`src/rtl/fixConvPkg.sv`:
```
package fixConvPkg;
  localparam int FLT_W  = 32;
  localparam int EXP_W  = 8;
  localparam int MAN_W  = 23;
  localparam int BIAS   = 127;

  typedef struct packed {
    logic loadIn;   // capture operands into stage 1
    logic loadOut;  // capture converted result into stage 2
  } fixConvStrobes_t;
endpackage

```
`src/rtl/fixConvCtrl.sv`:
```
module fixConvCtrl
  import fixConvPkg::*;
(
  input  logic            clk,
  input  logic            rstN,
  input  logic            inValid,
  output fixConvStrobes_t strobes,
  output logic            outValid
);
  logic stage1Valid;

  always_ff @(posedge clk or negedge rstN) begin
    if (!rstN) begin
      stage1Valid <= 1'b0;
      outValid    <= 1'b0;
    end else begin
      stage1Valid <= inValid;
      outValid    <= stage1Valid;
    end
  end

  always_comb begin
    strobes.loadIn  = inValid;
    strobes.loadOut = stage1Valid;
  end


  latency_hit_chk: assert property (@(posedge clk) disable iff (!rstN)
    inValid |-> ##2 outValid);

  latency_idle_chk: assert property (@(posedge clk) disable iff (!rstN)
    !$past(inValid, 2) |-> !outValid);
endmodule

```
`src/rtl/fixConvPath.sv`:
```
module fixConvPath
  import fixConvPkg::*;
#(
  parameter int OUT_W  = 32,
  parameter int HALF_W = 16,
  parameter int FRAC_W = 5
) (
  input  logic              clk,
  input  logic              rstN,
  input  fixConvStrobes_t   strobes,
  input  logic [FLT_W-1:0]  inFloat,
  input  logic              inSigned,
  input  logic              inHalf,
  input  logic [FRAC_W-1:0] fracBits,
  output logic [OUT_W-1:0]  resQ,
  output logic              invQ
);
  localparam int SIG_W   = MAN_W + 1;
  localparam int SHIFT_W = SIG_W + OUT_W;
  localparam int INT_W   = OUT_W + 1;
  localparam int SHA_W   = $clog2(OUT_W + 1);
  localparam int EE_W    = 10;

  localparam logic [INT_W-1:0] ONE_I     = INT_W'(1);
  localparam logic [INT_W-1:0] S_FULL_HI = (ONE_I << (OUT_W - 1)) - ONE_I;
  localparam logic [INT_W-1:0] S_HALF_HI = (ONE_I << (HALF_W - 1)) - ONE_I;
  localparam logic [INT_W-1:0] U_FULL_HI = (ONE_I << OUT_W) - ONE_I;
  localparam logic [INT_W-1:0] U_HALF_HI = (ONE_I << HALF_W) - ONE_I;
  localparam logic [INT_W-1:0] S_FULL_LO = ONE_I << (OUT_W - 1);
  localparam logic [INT_W-1:0] S_HALF_LO = ONE_I << (HALF_W - 1);

  // stage 1 operand registers
  logic [FLT_W-1:0]  fltQ;
  logic              sgnModeQ, halfModeQ;
  logic [FRAC_W-1:0] fracQ;
  // stage 2 mode copy (follows result)
  logic              sgnMode2Q, halfMode2Q;

  always_ff @(posedge clk or negedge rstN) begin
    if (!rstN) begin
      fltQ      <= '0;
      sgnModeQ  <= 1'b0;
      halfModeQ <= 1'b0;
      fracQ     <= '0;
    end else if (strobes.loadIn) begin
      fltQ      <= inFloat;
      sgnModeQ  <= inSigned;
      halfModeQ <= inHalf;
      fracQ     <= fracBits;
    end
  end

  logic                   negBit, isNan, isInf, isTiny, tooBig, fracNz, over;
  logic [EXP_W-1:0]       expF;
  logic [MAN_W-1:0]       manF;
  logic signed [EE_W-1:0] effExp;
  logic [SHIFT_W-1:0]     shifted;
  logic [INT_W-1:0]       intMag, hiLim, loLim;
  logic [OUT_W-1:0]       maxPat, minPat, plain, resD;
  logic                   invD;

  always_comb begin
    negBit = fltQ[FLT_W-1];
    expF   = fltQ[FLT_W-2 -: EXP_W];
    manF   = fltQ[MAN_W-1:0];
    isNan  = (&expF) && (|manF);
    isInf  = (&expF) && !(|manF);
    isTiny = (expF == '0);
    // scaling = adding the fraction count to the unbiased exponent
    effExp = $signed(EE_W'(expF)) - $signed(EE_W'(BIAS)) + $signed(EE_W'(fracQ));
    tooBig = (effExp > $signed(EE_W'(OUT_W)));
    if (effExp[EE_W-1] || tooBig) begin
      shifted = '0;
      intMag  = '0;
      fracNz  = 1'b1;
    end else begin
      shifted = SHIFT_W'({1'b1, manF}) << effExp[SHA_W-1:0];
      intMag  = shifted[SHIFT_W-1:MAN_W];
      fracNz  = |shifted[MAN_W-1:0];
    end

    hiLim  = sgnModeQ ? (halfModeQ ? S_HALF_HI : S_FULL_HI)
                      : (halfModeQ ? U_HALF_HI : U_FULL_HI);
    loLim  = halfModeQ ? S_HALF_LO : S_FULL_LO;
    maxPat = hiLim[OUT_W-1:0];
    minPat = halfModeQ ? {{(OUT_W-HALF_W+1){1'b1}}, {(HALF_W-1){1'b0}}}
                       : {1'b1, {(OUT_W-1){1'b0}}};

    // compare on the untruncated value: equal integer part plus a fraction is beyond
    if (negBit) over = (intMag > loLim) || ((intMag == loLim) && fracNz);
    else        over = (intMag > hiLim) || ((intMag == hiLim) && fracNz);

    plain = negBit ? (~intMag[OUT_W-1:0] + 1'b1) : intMag[OUT_W-1:0];
    if (halfModeQ)
      plain = sgnModeQ ? {{(OUT_W-HALF_W){plain[HALF_W-1]}}, plain[HALF_W-1:0]}
                       : {{(OUT_W-HALF_W){1'b0}}, plain[HALF_W-1:0]};

    if (isNan) begin
      resD = '0;  invD = 1'b1;
    end else if (isTiny) begin
      resD = '0;  invD = 1'b0;
    end else if (negBit && !sgnModeQ) begin
      resD = '0;  invD = 1'b1;
    end else if (isInf || tooBig || over) begin
      resD = negBit ? minPat : maxPat;  invD = 1'b1;
    end else begin
      resD = plain;  invD = 1'b0;
    end
  end

  always_ff @(posedge clk or negedge rstN) begin
    if (!rstN) begin
      resQ       <= '0;
      invQ       <= 1'b0;
      sgnMode2Q  <= 1'b0;
      halfMode2Q <= 1'b0;
    end else if (strobes.loadOut) begin
      resQ       <= resD;
      invQ       <= invD;
      sgnMode2Q  <= sgnModeQ;
      halfMode2Q <= halfModeQ;
    end
  end


  nan_zero_chk: assert property (@(posedge clk) disable iff (!rstN)
    (strobes.loadOut && (&fltQ[30:23]) && (|fltQ[22:0])) |=> (resQ == '0 && invQ));

  tiny_quiet_chk: assert property (@(posedge clk) disable iff (!rstN)
    (strobes.loadOut && fltQ[30:23] == '0) |=> (resQ == '0 && !invQ));

  upper_zero_chk: assert property (@(posedge clk) disable iff (!rstN)
    (halfMode2Q && !sgnMode2Q) |-> (resQ[OUT_W-1:HALF_W] == '0));

  sign_ext_chk: assert property (@(posedge clk) disable iff (!rstN)
    (halfMode2Q && sgnMode2Q) |-> (resQ[OUT_W-1:HALF_W] == {(OUT_W-HALF_W){resQ[HALF_W-1]}}));

  uns_neg_chk: assert property (@(posedge clk) disable iff (!rstN)
    (strobes.loadOut && !sgnModeQ && fltQ[31] && fltQ[30:23] != '0) |=> (resQ == '0 && invQ));
endmodule

```
`src/rtl/floatFixConv.sv`:
```
module floatFixConv
  import fixConvPkg::*;
#(
  parameter int OUT_W  = 32,
  parameter int HALF_W = 16,
  parameter int FRAC_W = 5
) (
  input  logic              clk,
  input  logic              rstN,
  input  logic              inValid,
  input  logic [31:0]       inFloat,
  input  logic              inSigned,
  input  logic              inHalf,
  input  logic [FRAC_W-1:0] fracBits,
  output logic              outValid,
  output logic [OUT_W-1:0]  outResult,
  output logic              outInvalid
);
  fixConvStrobes_t strobes;

  fixConvCtrl u_ctrl (
    .clk      (clk),
    .rstN     (rstN),
    .inValid  (inValid),
    .strobes  (strobes),
    .outValid (outValid)
  );

  fixConvPath #(.OUT_W(OUT_W), .HALF_W(HALF_W), .FRAC_W(FRAC_W)) u_path (
    .clk      (clk),
    .rstN     (rstN),
    .strobes  (strobes),
    .inFloat  (inFloat),
    .inSigned (inSigned),
    .inHalf   (inHalf),
    .fracBits (fracBits),
    .resQ     (outResult),
    .invQ     (outInvalid)
  );


  reset_quiet_chk: assert property (@(posedge clk) disable iff (!rstN)
    $rose(rstN) |-> (!outValid && outResult == '0 && !outInvalid));
endmodule

```
`config.mk`:
```
export PLATFORM = sky130hd
export DESIGN_NAME = floatFixConv
export DESIGN_NICKNAME = d
export VERILOG_FILES = /design/src/rtl/fixConvPkg.sv /design/src/rtl/fixConvCtrl.sv /design/src/rtl/fixConvPath.sv /design/src/rtl/floatFixConv.sv
export SDC_FILE = /design/constraint.sdc
export NUM_CORES = 1
export LEC_CHECK = 0
export ABC_AREA = 1
export ABC_CLOCK_PERIOD_IN_PS = 4600
export BUFFER_PORTS_ARGS = -buffer_cell sky130_fd_sc_hd__buf_2
export CAP_MARGIN = 30
export CORE_UTILIZATION = 35
export CTS_CLUSTER_DIAMETER = 120
export DETAILED_ROUTE_END_ITERATION = 7
export PLACE_DENSITY_LB_ADDON = 0.3
export SLEW_MARGIN = 40
export SYNTH_ARGS = -nofsm -noshare
export SYNTH_HDL_FRONTEND = slang
export SYNTH_SLANG_ARGS = --single-unit
```
`constraint.sdc`:
```
create_clock -name clk -period 4.6 [get_ports clk]
set_clock_uncertainty 0.1 [all_clocks]
set_input_delay 0.92 -clock clk [delete_from_list [all_inputs] [get_ports clk]]
set_output_delay 0.92 -clock clk [all_outputs]
set_load 0.02 [all_outputs]
```
==> impl_results.md <==
- FF-to-FF setup slack: -0.20 ns
- Cell Pwr Density: 495 mW/mm^2
- Mapped Avg Cell Area: 5.86 um^2
- Most frequent CP cell: nand2_4
- Worst skew pair latency: 0.37 ns
- Synth top cells by count: nand2_1 (579), nand3_1 (227), nor2_1 (107), inv_1 (98), dfrtp_1 (74)
- Die Y: 154 um
- Post-Synthesis Cell Area: 0.00810 mm^2
- Top FF cell, synth: dfrtp_1
- Share of cells above drive strength 1: 41.3%
- Startpoint types: flop
- Class of the worst hold path: reg -> reg
- Core Region: 0.0226 mm^2
- Post-synth EDFFs: 0
- DRC viols: 0
- Lkg Pwr: 6.58 nW
- Reg-to-Reg Start: u_path.fltQ[23]
- Setup violations, final: 31
- Flops & latches, synth: 74
- Vias: 10,200
- Gr ovfl total: 0
- Total Power: 6.08 mW
- Max-slew violation count: 0
- Tot GR Track Use: 24.4%
- CTS tree: yes
- FF-to-FF path depth: 31
- Initial antenna violation count: 0
- Largest net degree at the start of global routing: 61
- IO buf count: 75
- Cell count after synthesis: 1,382
- Crit path to: u_path.resQ[28]
- Nets@finish: 1,695
- Num ports: 76
- Hpwl dp: 21,100 um
- Ant diodes: 0
- Final Hold Viols: 0
- Number of max-cap violations: 0
- Antenna Violating Nets Remaining: 0
- Fraction of registers with async set/reset: 100%
- Initial DRC count: 864
- Initial Util: 35.8%
- CTS clock-pin slew for the worst setup and hold paths: 0.07 ns
- H-Tree Depth: 3
- Max transition margin: 45.6%
- Required @ worst endpoint: 4.75 ns
- F_max: 208 MHz
- Setup_tns: -5.74 ns
- Failing checks: negative setup slack
- RSZ-0062 raised after global routing: yes
- Status: finished with violations
- Final core utilization: 54.2%
- CP Capture Type: flop
- Peak supply drop: 0.300 mV
- Yosys top cell by area: nand2_1
- Row cnt: 55
- Netlist cell types: 42
- Clk sinks: 74
- Post-Syn Nets: 1,453
- First-pass GRT wire length: 46,400 um
- Area growth syn-to-layout: 51.6%
- GP Congestion: 1.01
- Least-Margin Pin Slew: 0.816 ns
- Critical path class: reg -> reg
- DIE WIDTH: 154 um
- YS warnings: 0
- CTS Buf Count: 9
- Area contributors post-synth: nand2_1 (27%), dfrtp_1 (23%), nand3_1 (14%)
- Final worst-path cycle share: 104%
- Reg2reg end: u_path.resQ[28]
- Routed WL: 30,800 um
- Maximum buffer depth of the clock tree: 2
- Critical path's largest stage delay: 0.58 ns
- Most frequent cell after synthesis: nand2_1
- Crit path time final: 4.80 ns
- Final WS setup: -0.205 ns
- Die area: 0.0238 mm^2
- Crit path launch: u_path.fltQ[23]
- Number of global-route vias before repair: 9,215
- Post-DR wirelength/cell: 16.1 um
- Crit-path slowest cell: fa_2
- Via density: 5.34
- Root Driver: clkbuf_16
- Area share of the largest cell type after synthesis: 26.8%
- Crit Path Max Fanout: 15
- TritonRoute pass-1 iters: 6
- Critical path arrival: 4.95 ns
- Sequential fraction of the synthesis area: 22.9%
-- stage by stage --
stage          hold slack [ns]  instance area, um^2  setup slack [ns]  std cells
2_1_floorplan            0.333                 8100             0.234       1382
3_3_place_gp             0.359                 9700            -0.197       1833
3_5_place_dp             0.360                 9700            -0.269       1833
4_1_cts                  0.372                10900           -0.0682       1886
5_1_grt                  0.385                12300            -0.386       1914
6_report                 0.364                12300            -0.205       1914
-- repair_timing --
action                     CTS  global route
resized for setup          137           260
pin swaps                   37           102
setup endpoints to repair   33            33
setup buffers               32            26
cloned                       5             5
hold buffers                 0             0
-- state kept, by name, summed over array words and instances (netlist names) --
register            cells
u_path.resQ            32
u_ctrl.outValid         1
u_path.fracQ            5
u_path.halfModeQ        1
u_ctrl.stage1Valid      1
u_path.invQ             1
u_path.sgnModeQ         1
u_path.fltQ            32
-- cells in the final DEF, fill, tap and decap left out, drive strengths merged, types with 7 or more instances in the layout --
cell type  count
a21oi         24
buf          291
clkbuf        15
dfrtp         74
ha            28
inv          107
mux2          19
nand2        608
nand3        239
nand4         19
nor2         117
nor3           7
o21ai         37
xor2           9
-- per-layer routing --
metal | wire [um] | GRT usage, % | up-vias
met5 | 0 | 0 | -
met3 | 1830 | 3.24 | 99
li1 | - | - | 4941
met4 | 1120 | 7.86 | 0
met1 | 13300 | 32.8 | 4759
met2 | 14500 | 40.3 | 413
-- how the worst min path moves through the flow --
| stage | slack (ns) | end | depth (start not counted) | from |
|---|---|---|---|---|
| after floorplan | 0.33 | u_ctrl.outValid | 0 | u_ctrl.stage1Valid |
| after global placement | 0.36 | u_path.resQ[2] | 2 | u_path.resQ[2] |
| after detailed placement | 0.36 | u_path.resQ[4] | 2 | u_path.resQ[4] |
| after CTS | 0.37 | u_path.resQ[24] | 2 | u_path.resQ[24] |
| after global routing | 0.38 | u_path.resQ[7] | 2 | u_path.resQ[7] |
| final | 0.36 | u_path.resQ[27] | 2 | u_path.resQ[27] |
-- layout make-up --
class / instances / area [um^2]
Fill cell: 2071 / 10400
Multi-Input combinational cell: 1136 / 6950
Timing Repair Buffer: 296 / 2390
Sequential cell: 74 / 1850
Inverter: 107 / 419
Tap cell: 285 / 357
Clock buffer: 10 / 239
Clock inverter: 6 / 72.6
-- logic make-up (layout without fill, tap and decap cells) --
logic type / after synthesis / after routing / share of synthesized area (%)
simple gates: 1001 / 1001 / 53.7
flops: 74 / 74 / 22.9
mux: 19 / 19 / 2.64
xor+xnor: 14 / 14 / 1.51
buf+inv: 172 / 419 / 9.83
fa+ha+maj: 29 / 29 / 4.57
compound gates: 73 / 73 / 4.86
-- worst max-delay path, delay by kind of cell, from the launching register on --
| family | cells | cell delay, ns |
|---|---|---|
| AO/OA/AOI/OAI | 4 | 0.67 |
| adder cells (fa/ha/maj) | 3 | 0.92 |
| buffers and inverters | 9 | 1.05 |
| flip-flops | 1 | 0.42 |
| AND/OR/NAND/NOR | 15 | 1.52 |
-- power breakdown --
group | internal [mW] | switching, mW
Sequential | 0.774 | 0.0948
Clock | 0.442 | 0.332
Combinational | 1.80 | 2.64
Total | 3.02 | 3.06
Note: power is estimated with default switching activity, not from simulation.
